<file path="config.mk">
export PLATFORM = sky130hd
export DESIGN_NAME = blkdma_seq
export DESIGN_NICKNAME = d
export VERILOG_FILES = /design/src/rtl/blkdma_pkg.sv /design/src/rtl/blkdma_chan.sv /design/src/rtl/blkdma_engine.sv /design/src/rtl/blkdma_seq.sv
export SDC_FILE = /design/constraint.sdc
export NUM_CORES = 1
export LEC_CHECK = 0
export BUFFER_PORTS_ARGS = -buffer_cell sky130_fd_sc_hd__buf_2
export CORE_UTILIZATION = 40
export DETAILED_ROUTE_END_ITERATION = 10
export GPL_TIMING_DRIVEN = 0
export HOLD_SLACK_MARGIN = 0.05
export PLACE_DENSITY = 0.6
export SLEW_MARGIN = 20
export SYNTH_ARGS = -nofsm -noshare
export SYNTH_HDL_FRONTEND = slang
export SYNTH_SLANG_ARGS = --single-unit
</file>
<file path="constraint.sdc">
create_clock -name clk -period 1.62 [get_ports clk]
set_input_delay 0.162 -clock clk [delete_from_list [all_inputs] [get_ports clk]]
set_output_delay 0.162 -clock clk [all_outputs]
set_load 0.05 [all_outputs]
</file>
<file path="src/rtl/blkdma_pkg.sv">
package blkdma_pkg;
  typedef enum logic {ENG_IDLE, ENG_BURST} eng_state_e;
endpackage

</file>
<file path="src/rtl/blkdma_chan.sv">
module blkdma_chan #(
  parameter int BW = 6,
  parameter int CW = 8
) (
  input  logic          clk,
  input  logic          rst,
  input  logic          ld,
  input  logic [BW-1:0] ld_size,
  input  logic [CW-1:0] ld_count,
  input  logic          ld_ie,
  input  logic          start,
  input  logic          abort,
  input  logic          blk_done,
  input  logic          abort_hit,
  output logic          act,
  output logic          irf,
  output logic          bef,
  output logic          ie,
  output logic [BW-1:0] size
);
  logic [CW-1:0] cnt_q;
  logic          pend_q;

  always_ff @(posedge clk) begin
    if (rst) begin
      act    <= 1'b0;
      irf    <= 1'b0;
      bef    <= 1'b0;
      ie     <= 1'b0;
      size   <= '0;
      cnt_q  <= '0;
      pend_q <= 1'b0;
    end else begin
      if (ld) begin
        size  <= ld_size;
        cnt_q <= ld_count;
        ie    <= ld_ie;
      end
      // flag rises one cycle after the active bit has dropped
      if (pend_q) begin
        irf    <= 1'b1;
        pend_q <= 1'b0;
      end
      if (abort) begin
        act <= 1'b0;
        if (abort_hit) bef <= 1'b1;
      end else if (start) begin
        act    <= 1'b1;
        irf    <= 1'b0;
        bef    <= 1'b0;
        pend_q <= 1'b0;
      end else if (blk_done) begin
        cnt_q <= cnt_q - 1'b1;
        if (cnt_q == CW'(1)) begin
          act    <= 1'b0;
          pend_q <= 1'b1;
        end
      end
    end
  end

  AST_IRF_AFTER_ACT: assert property (@(posedge clk) disable iff (rst)
    $rose(irf) |-> (!act && $past(!act)));
  AST_BEF_ONLY_ABORT: assert property (@(posedge clk) disable iff (rst)
    $rose(bef) |-> $past(abort_hit));
endmodule

</file>
<file path="src/rtl/blkdma_engine.sv">
module blkdma_engine
  import blkdma_pkg::*;
#(
  parameter int NCH = 2,
  parameter int BW  = 6,
  localparam int CHW = (NCH > 1) ? $clog2(NCH) : 1
) (
  input  logic              clk,
  input  logic              rst,
  input  logic [NCH-1:0]    ready,
  input  logic [NCH*BW-1:0] sizes,
  input  logic              abort,
  input  logic              bus_done,
  output logic              bus_req,
  output logic [CHW-1:0]    bus_ch,
  output logic [NCH-1:0]    blk_done,
  output logic [NCH-1:0]    abort_hit
);
  eng_state_e     state_q;
  logic [BW-1:0]  beat_q;
  logic [CHW-1:0] pick;
  logic           any;

  // fixed priority: lowest index wins (last assignment in the loop)
  always_comb begin
    pick = '0;
    any  = 1'b0;
    for (int i = NCH - 1; i >= 0; i--) begin
      if (ready[i]) begin
        pick = CHW'(i);
        any  = 1'b1;
      end
    end
  end

  assign bus_req = (state_q == ENG_BURST);

  always_comb begin
    blk_done  = '0;
    abort_hit = '0;
    if (bus_req && abort)
      abort_hit[bus_ch] = 1'b1;
    else if (bus_req && bus_done && beat_q == BW'(1))
      blk_done[bus_ch] = 1'b1;
  end

  always_ff @(posedge clk) begin
    if (rst) begin
      state_q <= ENG_IDLE;
      bus_ch  <= '0;
      beat_q  <= '0;
    end else if (abort) begin
      state_q <= ENG_IDLE;
    end else if (state_q == ENG_BURST) begin
      if (bus_done) begin
        if (beat_q == BW'(1)) state_q <= ENG_IDLE;
        beat_q <= beat_q - 1'b1;
      end
    end else if (any) begin
      state_q <= ENG_BURST;
      bus_ch  <= pick;
      beat_q  <= sizes[pick*BW +: BW];
    end
  end

  AST_CH_STABLE: assert property (@(posedge clk) disable iff (rst)
    (bus_req && $past(bus_req)) |-> $stable(bus_ch));
  AST_ABORT_DROP: assert property (@(posedge clk) disable iff (rst)
    (abort && bus_req) |=> !bus_req);
  AST_NO_GRANT_ON_ABORT: assert property (@(posedge clk) disable iff (rst)
    (abort && !bus_req) |=> !bus_req);
endmodule

</file>
<file path="src/rtl/blkdma_seq.sv">
module blkdma_seq #(
  parameter int BW = 6,
  parameter int CW = 8
) (
  input  logic          clk,
  input  logic          rst,
  input  logic [1:0]    ld,
  input  logic [BW-1:0] ld_size,
  input  logic [CW-1:0] ld_count,
  input  logic          ld_ie,
  input  logic [1:0]    start,
  input  logic [1:0]    xfer_req,
  input  logic          abort,
  input  logic          bus_done,
  output logic          bus_req,
  output logic          bus_ch,
  output logic [1:0]    act,
  output logic [1:0]    irf,
  output logic [1:0]    bef,
  output logic          irq
);
  localparam int NCH = 2;

  logic [NCH-1:0]    ie;
  logic [NCH*BW-1:0] sizes;
  logic [NCH-1:0]    blk_done;
  logic [NCH-1:0]    abort_hit;

  for (genvar g = 0; g < NCH; g++) begin : g_ch
    blkdma_chan #(.BW(BW), .CW(CW)) i_chan (
      .clk       (clk),
      .rst       (rst),
      .ld        (ld[g]),
      .ld_size   (ld_size),
      .ld_count  (ld_count),
      .ld_ie     (ld_ie),
      .start     (start[g]),
      .abort     (abort),
      .blk_done  (blk_done[g]),
      .abort_hit (abort_hit[g]),
      .act       (act[g]),
      .irf       (irf[g]),
      .bef       (bef[g]),
      .ie        (ie[g]),
      .size      (sizes[g*BW +: BW])
    );
  end

  blkdma_engine #(.NCH(NCH), .BW(BW)) i_engine (
    .clk       (clk),
    .rst       (rst),
    .ready     (act & xfer_req),
    .sizes     (sizes),
    .abort     (abort),
    .bus_done  (bus_done),
    .bus_req   (bus_req),
    .bus_ch    (bus_ch),
    .blk_done  (blk_done),
    .abort_hit (abort_hit)
  );

  always_ff @(posedge clk) begin
    if (rst) irq <= 1'b0;
    else     irq <= |(irf & ie);
  end

  AST_ONE_EVENT: assert property (@(posedge clk) disable iff (rst)
    $onehot0(blk_done | abort_hit));
  AST_IDLE_CH_IGNORED: assert property (@(posedge clk) disable iff (rst)
    (!bus_req && !(|(act & xfer_req))) |=> !bus_req);
endmodule

</file>
After elaboration in Yosys (flattened, before gate mapping) --
Cells that the tools add are included.
Operators by class: $add $sub $neg 3, multiply operators 1, order comparisons 2, equal/unequal tests 6, shift-type cells 1, multiplexer cells 43, bitwise gates (word level) 6, reduce and logical (&&, ||, !) cells 21
Operators by type and width (number):
- 2-to-1 mux 8 bit | 8
- 2-to-1 mux 1 bit | 28
- 2-to-1 mux 6 bit | 3
- equality test 8 x 1 -> 1 bit (second input constant) | 2
- subtractor 8 x 1 -> 8 bit (second input constant) | 2
- nonzero test 2 bit | 7
- variable part select 12 x 5 -> 6 bit | 1
- AND reduction 2 bit | 4
- OR reduction 4 bit | 2
- equality test 6 x 1 -> 1 bit (second input constant) | 1
- 2-to-1 mux 2 bit | 3
- AND reduction 3 bit | 2
- subtractor 6 x 1 -> 6 bit (second input constant) | 1
- bitwise AND 2 bit | 2
- logical AND 1 bit | 4
- inequality test 2 x 1 -> 1 bit (second input constant) | 2
- inverter 1 bit | 4
- OR reduction 2 bit | 2
- multiplier 1 x 2 -> 3 bit (second input constant) | 1
- less-than comparator 1 x 2 -> 1 bit (second input constant) | 1
- inequality test 2 bit (second input constant) | 1
- demux 1 bit (select 1 bit) | 1
- greater-or-equal comparator 1 bit (second input constant) | 1
Word-level totals: register bits after elaboration 47, input bits 25, output and inout port bits 9, word-level logic and storage cells 101

Logic depth before layout (Yosys ltp) --
Gate-level depths: netlist of the first run.
word-level depth 9, depth in mapped cells 8, depth with buffers taken out 7

By module --
From an unflattened synthesis of the first run, not the netlist that was laid out.
Second synthesis, totals: cells, all modules 275, area, all modules 2373.5 um^2
By module, submodules not included:
- blkdma_chan | times used 2, cells each 98, area an instance 873.3 um^2, sequential area each 380.4 um^2
- blkdma_engine | times used 1, cells each 74, area an instance 583.1 um^2, sequential area each 160.2 um^2
- blkdma_seq | times used 1, cells each 5, area an instance 43.8 um^2, sequential area each 20.0 um^2

Worst setup path after synthesis of the first run --
Ideal clock, no wire load.
path type reg2reg, start point reg i_engine.state_q (netlist: i_engine.bus_req), end point reg g_ch[0].i_chan.cnt_q[2], setup time 132 ps, data arrival time 1676 ps, required time 1488 ps, path slack -188 ps, stages on the path, launching flop included 6, clock period less this slack 1808 ps, cells stage by stage dfxtp_1 > and4b_1 > nand3_1 > buf_2 > a31oi_1 > a21oi_1
Between the ends: word-level cells in the longest chain between the ends 7, elaborated cells on any way between the ends 8, classes of those cells mux: 5; reduce/logical: 3
RTL lines:
- start, declared | RTL line blkdma_engine.sv:19 | eng_state_e state_q;
- start signal, assigned | RTL line blkdma_engine.sv:49 | state_q <= ENG_IDLE;
- start signal, assigned | RTL line blkdma_engine.sv:53 | state_q <= ENG_IDLE;
- start signal, assigned | RTL line blkdma_engine.sv:56 | if (beat_q == BW'(1)) state_q <= ENG_IDLE;
- logical AND 1 bit (2 in a row) | RTL line blkdma_engine.sv:43 | else if (bus_req && bus_done && beat_q == BW'(1))
- 2-to-1 mux 2 bit | RTL line blkdma_engine.sv:43
- 2-to-1 mux 2 bit * | RTL line blkdma_engine.sv:41 | if (bus_req && abort)
- 2-to-1 mux 8 bit * | RTL line blkdma_chan.sv:52 | end else if (blk_done) begin
- 2-to-1 mux 8 bit * | RTL line blkdma_chan.sv:47 | end else if (start) begin
- 2-to-1 mux 8 bit * | RTL line blkdma_chan.sv:44 | if (abort) begin
- end signal, assigned | RTL line blkdma_chan.sv:36 | cnt_q <= ld_count;
- end signal, assigned | RTL line blkdma_chan.sv:53 | cnt_q <= cnt_q - 1'b1;
- end, declared | RTL line blkdma_chan.sv:21 | logic [CW-1:0] cnt_q;
Mark *: on every way between the ends. The rest lies on a longest branch, timed or not. A chain may end at the register's enable or synchronous reset.

Final worst setup path of the first run --
start point reg g_ch[0].i_chan.cnt_q[6], end point reg g_ch[0].i_chan.act
Between the ends: word-level cells in the longest chain between the ends 3
RTL lines:
- equality test 8 x 1 -> 1 bit | RTL line blkdma_chan.sv:54 | if (cnt_q == CW'(1)) begin
- nonzero test 2 bit (no source line)
- AND reduction 2 bit (no source line)
- end signal, assigned | RTL line blkdma_chan.sv:45 | act <= 1'b0;
- end signal, assigned | RTL line blkdma_chan.sv:48 | act <= 1'b1;
- end signal, assigned | RTL line blkdma_chan.sv:55 | act <= 1'b0;
- end, declared | RTL line blkdma_chan.sv:15 | output logic act,
No other way between the ends.

==> results of run 1 <==
## report_power, final
part / switching, uW / total, uW / internal [uW]
clock: 420 / 920 / 500
combinational: 214 / 382 / 168
sequential: 49.1 / 1260 / 1210
## kinds of logic (layout without fill, tap and decap cells)
| logic type | count (synthesis) | count (layout) | share of synthesized area (%) |
|---|---|---|---|
| simple gates | 94 | 95 | 20.8 |
| xor+xnor | 3 | 3 | 1.11 |
| compound gates | 67 | 67 | 19.6 |
| flops | 47 | 47 | 39.9 |
| buf+inv | 31 | 82 | 5.94 |
| mux | 22 | 22 | 9.54 |
| fa+ha+maj | 6 | 6 | 3.18 |
## per-layer routing
layer  GRT usage (%)  part of all wire [%]  up-vias
li1                -                     -     1084
met1            28.8                    46     1048
met2            34.1                    47       59
met3            4.25                   4.8       11
met4            6.91                   1.7        0
met5               0                     0        -
## registers in the layout (all words and copies together), names as in the netlist
register and flops:
g_ch.i_chan.act 2, g_ch.i_chan.bef 2, g_ch.i_chan.cnt_q 16, g_ch.i_chan.ie 2
g_ch.i_chan.irf 2, g_ch.i_chan.pend_q 2, g_ch.i_chan.size 12, i_engine.beat_q 6
i_engine.bus_ch 1, i_engine.bus_req 1, irq 1
## per-stage QoR
stage	hold slack [ps]	power, uW
3_5_place_dp	413	1580
2_1_floorplan	271	1480
3_3_place_gp	406	1580
6_report	110	2560
5_1_grt	110	2670
4_1_cts	104	2520
## worst min path at each step
stage,from,endpoint,cells past startpoint
after floorplan,xfer_req[0],i_engine.bus_ch$_SDFFE_PP0P_,1
after global placement,xfer_req[0],i_engine.bus_ch$_SDFFE_PP0P_,2
after detailed placement,xfer_req[0],i_engine.bus_ch$_SDFFE_PP0P_,2
after CTS,ld_size[3],g_ch[1].i_chan.size[3]$_SDFFE_PP0P_,3
after global routing,ld_size[2],g_ch[0].i_chan.size[2]$_SDFFE_PP0P_,3
final,ld_size[0],g_ch[0].i_chan.size[0]$_SDFFE_PP0P_,3
## what timing repair did
item                       CTS  global route
hold buffers                 0             0
setup buffers                8             4
pin swaps                    2            18
cloned                       2             1
hold endpoints to repair     0             0
gates resized for setup     29            47
setup endpoints to repair   25            24
## worst max-delay path, cell delays in order (launching register included)
cell and delay (ps):
dfxtp_2 330, or4_4 540, or4b_4 510, o221a_1 210
## final cells by class
cell class	count	area, sq um
Buffer	20	121
Clock inverter	2	35.0
Inverter	10	37.5
Multi-Input combinational cell	193	1560
Sequential cell	47	951
Timing Repair Buffer	44	293
Clock buffer	6	82.6
Tap cell	72	90.1
Fill cell	518	2440
## layout by cell type (no fill, tap or decap), types with 3 or more instances in the layout
cell type / Yosys / final
nand3_1: 9 / 5
dfxtp_2: 0 / 8
inv_1: 10 / 9
nor3_1: 5 / 3
o211ai_1: 4 / 4
nand3b_1: 5 / 5
clkbuf_8: 0 / 6
o211a_1: 4 / 4
clkbuf_1: 11 / 8
a31oi_1: 8 / 4
nor3b_4: 0 / 3
a31oi_4: 0 / 3
a211oi_1: 7 / 5
nand3_4: 0 / 3
nor2_1: 34 / 30
a21oi_1: 11 / 8
buf_1: 3 / 3
xor2_1: 3 / 3
nor3b_1: 8 / 3
o21ai_1: 0 / 5
mux2_2: 4 / 4
nand2_1: 18 / 17
nor4_2: 2 / 3
ha_1: 6 / 5
o21ai_0: 12 / 7
buf_2: 1 / 30
dfxtp_1: 47 / 39
buf_4: 6 / 16
mux2i_1: 18 / 18
a21o_1: 3 / 3
==> results by group, run 1 <==
Global routing
  • Final global-route overflow total: 0
  • Antenna violations before repair: 0
  • Largest net degree at the start of global routing: 15
  • First-pass GRT wire length: between 10 and 15 mm
  • Gr usage total: a little over a fifth
  • Number of global-route vias before repair: approximately 2100

Cells and area
  • Layout cells sized above 1: between 30% and 40%
  • ANT cells: 0
  • Final instance count without filler cells: ~390
  • Area delta synth->final: 34.2%
  • Final Util: approximately 57%
  • Design Area, Final: approximately 0.0032 sq mm
  • Layout Nets: 352

Die
  • Die W: 78.8 microns
  • FP Rows: 27
  • Die H: 78.8 microns
  • Die ar.: just over 0.006 sq mm
  • Area of the core: approximately 0.0056 sq mm
  • I/O pins: 34
  • Initial Util: between 40 and 50%

STA
  • Period Utilization, post-route: 105%
  • Max Freq: just under 600 MHz
  • Relative slew slack: 34.5%
  • Fin crit period: between 1500 and 2000 ps
  • Final Hold Vio Count: 0
  • Skew final: 11.3 ps
  • TNS Setup: -90.2 ps
  • Worst Tran Pin Value: around 1000 ps
  • Slew Limit Fails: 0
  • Endpoints failing setup: 2
  • RSZ-0062 raised after global routing: yes
  • Setup ws final: -75.8 ps

Worst setup path
  • Worst endpoint data arrival time: between 1500 and 2000 ps
  • Critical Path RT: roughly 1800 ps
  • Worst setup EP type: flip-flop
  • Crit path to: g_ch[0].i_chan.act$_SDFFE_PP0P_
  • Worst setup path startpoint: g_ch[0].i_chan.cnt_q[6]$_SDFF_PP0_
  • Reg2reg path depth: 3
  • Worst setup SP type: flip-flop
  • Worst reg2reg setup slack: -80 ps
  • R2R Path Start: g_ch[0].i_chan.cnt_q[6]$_SDFF_PP0_
  • Crit path kind: flip-flop to flip-flop
  • Critical Path Fanout Max: 2
  • Reg2reg end: g_ch[0].i_chan.act$_SDFFE_PP0P_

Logic synthesis
  • Area share of the largest cell type after synthesis: 39.9%
  • Post-synth top flop: dfxtp_1
  • Mapped Area: between 0.002 and 0.0025 sq mm
  • Yosys warning count: 0
  • List of most frequent post-synthesis cells: dfxtp_1, nor2_1, mux2i_1, nand2_1, o21ai_0
  • Syn Area/Cell: 8.74 sq um
  • Synth area leaders: dfxtp_1, mux2i_1, nor2_1
  • Synth area leader: dfxtp_1
  • Post-synth EDFFs: 0
  • Sequential area share after synthesis: about two fifths
  • Yosys cell types: 49
  • Syn Nets: about 300
  • Synth Register Bits: 47
  • Most common cell in the netlist: dfxtp_1
  • FFs w/ async S/R, synth: 0%
  • Cells after synthesis: between 200 and 300

Clock tree
  • Clock Latency Late Sink: 300 ps
  • Clock H-tree levels: 2
  • Clock-pin slew on the worst setup and hold paths: 100 ps
  • Max Buffers Root-to-Sink: 2
  • Cts bufs inserted: 5
  • TritonCTS Sinks: 47
  • Clock Tree Root: clkbuf_8
  • CTS tree: done

Pwr
  • Pwr dens: 807 mW/mm^2
  • Leakage: 0.00128 uW
  • Maximum vdd ir drop: slightly above 500 uV

Place
  • IO Port Bufs: 30
  • HPWL after DPL: approximately 4.2 mm
  • Placed cell count: around 370
  • Placed cell area: approximately 0.0026 sq mm
  • Pre-CTS setup slack: -305 ps
  • Routability congestion estimate from global placement: around 0.80

Routing
  • Drt first pass iters: 4
  • Initial DRC Count: ~110
  • Mean number of vias per cell: 5.59
  • Via count: 2202
  • Total wire length: around 6.5 mm
  • DR DRC count: 0
  • Avg WL per Cell: about 16 microns
  • Remaining antenna violation count after routing: 0

Run status
  • Violated checks: negative setup slack
  • Status: finished, violations left

Job
  • Max Cap Violations: 0

Hold path
  • Min-Delay Path Class: input pin to flip-flop
(Power assumes the default switching activity.)
==> run 2: changes to the inputs <==
==> constraint.sdc (replaced) <==
create_clock -name clk -period 1.62 [get_ports clk]
set_input_delay 0.243 -clock clk [delete_from_list [all_inputs] [get_ports clk]]
set_output_delay 0.243 -clock clk [all_outputs]
set_load 0.05 [all_outputs]
==> run 2 against run 1 <==
Compared with the run above: register-to-register slack about the same; cell area barely moved; count of clock-buffer cells in the layout stayed put; worst setup slack improved by 1.7 ps; the run still ends with negative setup slack left; wire length hardly changed; largest cell class unchanged.
==> results by group, run 2 (synthesis gave the netlist of run 1 again) <==
Cells and area
  • Final Util: 56.5% (about the same)
  • Design Area, Final: 0.00317 sq mm (about the same)
  • Layout Nets: 352 (unchanged)
  • Fill cells: 519 (+0.19%)
  • Most frequent cells in the layout: dfxtp_1, nor2_1, buf_2
  • ANT cells: 0 (unchanged)
  • Regs by FF count: g_ch.i_chan.cnt_q x16, g_ch.i_chan.size x12, i_engine.beat_q x6
  • Area delta synth->final: 34.3% (about the same)
  • Commonest non-fill, non-tap cell in the layout: dfxtp_1
  • Reg with most FFs: g_ch.i_chan.cnt_q
  • Final instance count without filler cells: 394 (unchanged)
  • Layout cells sized above 1: 35.7% (+0.31 points)
  • Largest register FFs: 16 (unchanged)

STA
  • Relative slew slack: 47.6% (+13 points)
  • Setup ws final: -74.1 ps (+1.68 ps)
  • Period Utilization, post-route: 105% (about the same)
  • Max Freq: 590 MHz (about the same)
  • Endpoints failing setup: 2 (unchanged)
  • Worst Tran Pin Value: 786 ps (-196 ps)
  • Final Hold Vio Count: 0 (unchanged)
  • TNS Setup: -85.5 ps (+4.75 ps)
  • Fin crit period: 1690 ps (-1.68 ps)
  • Slew Limit Fails: 0 (unchanged)
  • Skew final: 11.6 ps (+0.236 ps)
  • RSZ-0062 raised after global routing: yes

Run status
  • Status: finished, violations left
  • Violated checks: negative setup slack

Die
  • Die W: 78.8 microns (unchanged)
  • Die H: 78.8 microns (unchanged)
  • Die ar.: 0.00621 sq mm (unchanged)
  • Initial Util: 42.1% (unchanged)
  • Area of the core: 0.00561 sq mm (unchanged)
  • I/O pins: 34 (unchanged)
  • FP Rows: 27 (unchanged)

Worst setup path
  • Worst setup SP type: flip-flop
  • Largest stage delay, worst path: 540 ps (about the same)
  • Critical-path top delay cell: or4_4
  • Cell family with most CP delay: simple AND/OR/NAND/NOR gates
  • Worst path bufs/invs: 0 (unchanged)
  • Crit path kind: flip-flop to flip-flop
  • Worst reg2reg setup slack: -70 ps (about the same)
  • Critical Path Fanout Max: 2 (unchanged)
  • Worst setup EP type: flip-flop
  • Worst endpoint data arrival time: 1900 ps (about the same)
  • Crit path cell chain: or4_4 -> or4b_4 -> o221a_1
  • Critical Path RT: 1830 ps (about the same)

Place
  • HPWL after DPL: 4.23 mm (unchanged)
  • Pre-CTS setup slack: -305 ps (unchanged)
  • IO Port Bufs: 30 (unchanged)
  • Placed cell area: 0.00260 sq mm (unchanged)
  • Routability congestion estimate from global placement: 0.803 (unchanged)
  • Placed cell count: 372 (unchanged)

Clock tree
  • TritonCTS Sinks: 47 (unchanged)
  • Max Buffers Root-to-Sink: 2 (unchanged)
  • Clock Tree Root: clkbuf_8
  • CTS Hold Bufs: 0 (unchanged)
  • Clock Latency Late Sink: 300 ps (about the same)
  • Cts bufs inserted: 5 (unchanged)
  • Clock H-tree levels: 2 (unchanged)
  • CTS tree: done
  • Clock-pin slew on the worst setup and hold paths: 100 ps (about the same)

Pwr
  • Fraction of power consumed by the clock network: 36.0% (about the same)
  • Maximum vdd ir drop: 517 uV (+0.62%)
  • Leakage: 0.00129 uW (+0.23%)
  • Sw Share: 26.7% (about the same)
  • Pwr dens: 807 mW/mm^2 (about the same)
  • Int Pwr: 1870 uW (about the same)
  • Reg power frac: 49.1% (about the same)
  • Comb power frac: 14.9% (about the same)
  • Switch Pwr: 683 uW (about the same)

Routing
  • Via count: 2203 (+0.045%)
  • Drt first pass iters: 5 (+1)
  • Mean number of vias per cell: 5.59 (about the same)
  • Avg WL per Cell: 16.4 microns (about the same)
  • DR DRC count: 0 (unchanged)
  • Total wire length: 6.47 mm (about the same)
  • Remaining antenna violation count after routing: 0 (unchanged)
  • Initial DRC Count: 105 (-1.9%)

Job
  • Max Cap Violations: 0 (unchanged)

Hold path
  • Min-Delay Path Class: input pin to flip-flop

Global routing
  • Antenna violations before repair: 0 (unchanged)
  • First-pass GRT wire length: 10.3 mm (unchanged)
  • Final global-route overflow total: 0 (unchanged)
  • Gr usage total: 21.4% (unchanged)
  • Largest net degree at the start of global routing: 15 (unchanged)
  • Number of global-route vias before repair: 2079 (unchanged)
[run 2: cell count changes in the layout (fill, tap and decap cells not counted), sizes merged]
cell,previous run,this run
buf,54,53
clkbuf,16,17
[run 2: stage by stage]
step                      power (uW)  hold slack, ps
after floorplan                 1480             352
after global placement          1580             459
after detailed placement        1580             456
after CTS                       2520             185
after global routing            2670             190
final                           2560             190
[run 2: path summary, 6_finish.rpt]
kind                                                    startpoint                                  end  depth (start not counted)
worst max-delay path            g_ch[0].i_chan.cnt_q[6]$_SDFF_PP0_      g_ch[0].i_chan.act$_SDFFE_PP0P_                          3
worst max register to register  g_ch[0].i_chan.cnt_q[6]$_SDFF_PP0_      g_ch[0].i_chan.act$_SDFFE_PP0P_                          3
worst min-delay path                                    ld_size[0]  g_ch[0].i_chan.size[0]$_SDFFE_PP0P_                          3
worst min register to register    g_ch[1].i_chan.pend_q$_SDFF_PP0_        g_ch[1].i_chan.irf$_SDFF_PP0_                          2
[run 2: final cells by class]
type / instances / area, sq um / share of cell area (%)
multi-input cells: 193 / 1560 / 49.2
inverters: 10 / 37.5 / 1.18
flip-flops and latches: 47 / 951 / 30.0
repair buffers: 44 / 293 / 9.23
well taps: 72 / 90.1 / 2.84
plain buffers: 20 / 123 / 3.87
clock inverters: 2 / 35.0 / 1.10
clock buffers: 6 / 82.6 / 2.60
[run 2: what timing repair did]
item,in CTS,in global routing
resized for setup,29,49
buffers inserted,8,4
pin swaps,2,18
gates cloned,2,1
endpoints found under the setup margin,25,24
[run 2: per-layer routing]
metal	wire length [microns]	track usage, %
met5	0	0
met4	108	6.91
met3	257	4.25
met2	3080	34.1
met1	3030	28.8
[run 2: worst register-to-register path: stages, from the launching register on]
cell and delay (ps):
dfxtp_2 330, or4_4 540, or4b_4 510, o221a_1 210
[run 2: power by group through the flow]
stage	Clock, uW	Combinational [uW]	Sequential [uW]
2_1_floorplan	0	215	1270
3_3_place_gp	0	308	1270
3_5_place_dp	0	309	1270
4_1_cts	934	337	1250
5_1_grt	991	415	1260
6_report	920	382	1260
==> run 3: changes to the inputs <==
SYNTH_HIERARCHICAL = 1   (was not set)
==> run 3 against run 2 <==
Compared with the run above: the run still ends with negative setup slack left; first-iteration DRC count increased by 20%; sequential share of layout area decreased by 0.64 points; sequential cell count unchanged; fmax is 25% lower; area after synthesis rose by 0.53%.
==> results by group, run 3 <==
Clock tree
  • Clock H-tree levels: 2 (unchanged)
  • CTS tree: done
  • Clock-pin slew on the worst setup and hold paths: 100 ps (about the same)
  • TritonCTS Sinks: 47 (unchanged)
  • Max Buffers Root-to-Sink: 2 (unchanged)
  • Clock Tree Root: clkbuf_8
  • Cts bufs inserted: 5 (unchanged)
  • Clock Latency Late Sink: 310 ps (about the same)

Cells and area
  • Most frequent cells in the layout: dfxtp_1, nor2_1, buf_2
  • Layout Nets: 363 (+3.1%)
  • Commonest non-fill, non-tap cell in the layout: dfxtp_1
  • Regs by FF count: g_ch.i_chan/cnt_q x16, g_ch.i_chan/size x12, i_engine/beat_q x6
  • ANT cells: 0 (unchanged)
  • Layout cells sized above 1: 37.8% (+2.1 points)
  • Area delta synth->final: 37.4%
  • Largest register FFs: 16 (unchanged)
  • Final Util: 58.1% (+1.6 points)
  • Design Area, Final: 0.00326 sq mm (+2.8%)
  • Reg with most FFs: g_ch.i_chan/cnt_q

Logic synthesis
  • Mapped Area: 0.00237 sq mm (+0.53%)
  • Synth Area in Simple Gates: 28.4% (+7.6 points)
  • Syn Nets: 306 (+1.7%)
  • Synth area leader: dfxtp_1
  • Synth Register Bits: 47 (unchanged)
  • Synth area leaders: dfxtp_1, mux2i_1, nor2_1
  • FFs w/ async S/R, synth: 0% (unchanged)
  • Post-synth EDFFs: 0 (unchanged)
  • Syn Area/Cell: 8.63 sq um (-1.3%)
  • Area share of the largest cell type after synthesis: 39.6% (-0.21 points)
  • List of most frequent post-synthesis cells: dfxtp_1, nor2_1, mux2i_1
  • Post-Synth Adder-Cell Area: 3.16% (-0.017 points)
  • Main combinational cell family by area after synthesis: simple AND/OR/NAND/NOR gates
  • Post-synthesis mux area share: 8.59% (-0.95 points)
  • Sequential area share after synthesis: 39.6% (-0.21 points)
  • Yosys warning count: 6 (+6)
  • Yosys cell types: 44 (-10%)
  • Post-synth top flop: dfxtp_1
  • Post-synthesis compound-gate area fraction: 15.2% (-4.4 points)
  • Cells after synthesis: 275 (+1.9%)
  • Most common cell in the netlist: dfxtp_1
  • XOR/XNOR Fraction of Synth Area: 0.738% (-0.37 points)

Pwr
  • Leakage: 0.00130 uW (+1.2%)
  • Maximum vdd ir drop: 374 uV (-28%)
  • Pwr dens: 779 mW/mm^2 (-3.4%)

Die
  • I/O pins: 34 (unchanged)
  • Area of the core: 0.00561 sq mm (unchanged)
  • Die ar.: 0.00625 sq mm (+0.52%)
  • Die H: 79.0 microns (+0.26%)
  • FP Rows: 27 (unchanged)
  • Die W: 79.0 microns (+0.26%)
  • Initial Util: 42.3% (+0.22 points)

Routing
  • Remaining antenna violation count after routing: 0 (unchanged)
  • DR DRC count: 0 (unchanged)
  • Mean number of vias per cell: 5.52 (-1.3%)
  • Initial DRC Count: 126 (+20%)
  • Avg WL per Cell: 15.9 microns (-3.2%)
  • Via count: 2235 (+1.5%)
  • Drt first pass iters: 4 (-1)
  • Total wire length: 6.44 mm (-0.46%)

Place
  • Routability congestion estimate from global placement: 0.836 (+4.2%)
  • IO Port Bufs: 33 (+10%)
  • HPWL after DPL: 4.24 mm (+0.19%)
  • Placed cell area: 0.00275 sq mm (+5.4%)

STA
  • Skew final: 13.5 ps (+1.97 ps)
  • Endpoints failing setup: 20 (+18)
  • Setup ws final: -630 ps (-555 ps)
  • Slew Limit Fails: 0 (unchanged)
  • Period Utilization, post-route: 139% (+34 points)
  • Final Hold Vio Count: 0 (unchanged)
  • RSZ-0062 raised after global routing: yes
  • Relative slew slack: 59.7% (+12 points)
  • Max Freq: 445 MHz (-25%)
  • Fin crit period: 2250 ps (+555 ps)
  • Worst Tran Pin Value: 605 ps (-181 ps)

Worst setup path
  • Largest stage delay, worst path: 460 ps (-80 ps)
  • Worst setup SP type: flip-flop
  • Worst endpoint data arrival time: 2430 ps (+530 ps)
  • Critical Path RT: 1800 ps (-30 ps)
  • Crit path cell chain: inv_2 -> ha_4 -> nor2b_4 -> nand4_1 -> nor3_2 -> or3b_4 -> or4_4 -> nand3_2 -> a21oi_2
  • Crit path kind: flip-flop to flip-flop
  • Critical Path Fanout Max: 5 (+3)
  • Worst setup EP type: flip-flop
  • Critical-path top delay cell: or3b_4

Global routing
  • Number of global-route vias before repair: 2051 (-1.3%)
  • Routing usage on met2: 31.3% (-2.8 points)
  • Largest net degree at the start of global routing: 17 (+2)
  • Final global-route overflow total: 0 (unchanged)
  • GR Util met3: 4.02% (-0.23 points)
  • Antenna violations before repair: 0 (unchanged)
  • Met1 Use GR: 31.3% (+2.4 points)
  • First-pass GRT wire length: 10.3 mm (-0.33%)
  • Gr usage total: 21.4% (about the same)
  • Most Used Layer, Global Route: met2

Run status
  • Status: finished, violations left
  • Violated checks: negative setup slack

Job
  • Max Cap Violations: 0 (unchanged)

Hold path
  • Min-Delay Path Class: input pin to flip-flop
-- run 3: layout make-up --
cell class | instances | area (sq um)
inverters | 9 | 33.8
plain buffers | 15 | 116
repair buffers | 50 | 333
well taps | 72 | 90.1
clock buffers | 5 | 68.8
flip-flops and latches | 47 | 957
fillers | 512 | 2350
multi-input cells | 204 | 1620
clock inverters | 3 | 46.3
-- run 3: worst paths after layout --
kind	startpoint	slack (ps)	to	cells past startpoint
worst max register to register	i_engine/beat_q[1]$_SDFFE_PP0P_	-630	g_ch[0].i_chan/cnt_q[3]$_SDFF_PP0_	9
worst max-delay path	i_engine/beat_q[1]$_SDFFE_PP0P_	-630	g_ch[0].i_chan/cnt_q[3]$_SDFF_PP0_	9
worst min-delay path	ld_size[3]	190	g_ch[0].i_chan/size[3]$_SDFFE_PP0P_	3
worst min register to register	g_ch[1].i_chan/pend_q$_SDFF_PP0_	490	g_ch[1].i_chan/irf$_SDFF_PP0_	2
-- run 3: kinds of logic after synthesis --
logic type / Yosys count
xor gates and xnor gates: 2
buffers and inverters: 24
and+or+nand+nor: 123
muxes: 20
DFF: 47
AOI/OAI and AO/OA: 53
adders and majority gates: 6
-- run 3: worst max-delay path: cells and delay by family, from the launching register on --
kind / cells / cell delay (ps)
AND/OR/NAND/NOR: 6 / 1570
adder cells (fa/ha/maj): 1 / 120
flip-flops: 1 / 330
AO/OA/AOI/OAI: 1 / 50
buffers and inverters: 1 / 60
-- run 3: report_power, final --
| group | leakage, uW | internal, uW | switching [uW] |
|---|---|---|---|
| clock network | 0.0000548 | 465 | 433 |
| registers | 0.000389 | 1200 | 50.8 |
| logic | 0.000859 | 169 | 219 |
-- run 3: stage by stage --
stage	instances	power, uW	setup slack [ps]	TNS, ps	hold slack, ps
after floorplan	275	1490	-569	-6750	311
after global placement	380	1600	-845	-13940	468
after detailed placement	380	1610	-834	-14010	475
after CTS	402	2540	-535	-6700	183
after global routing	405	2670	-724	-10760	175
final	405	2540	-630	-8140	187
-- run 3: routing by layer --
layer / part of all wire (%) / up-vias / wire, microns
li1: - / 1123 / -
met1: 50 / 1067 / 3240
met2: 46 / 38 / 2940
met3: 2.7 / 7 / 177
met4: 1.3 / 0 / 83
met5: 0 / - / 0
-- run 3: repair_timing --
item,4_1_cts,5_1_grt
hold buffers,0,0
setup endpoints to repair,22,22
gates cloned,1,1
pin swaps,14,14
gates resized for setup,32,28
buffers inserted,13,2
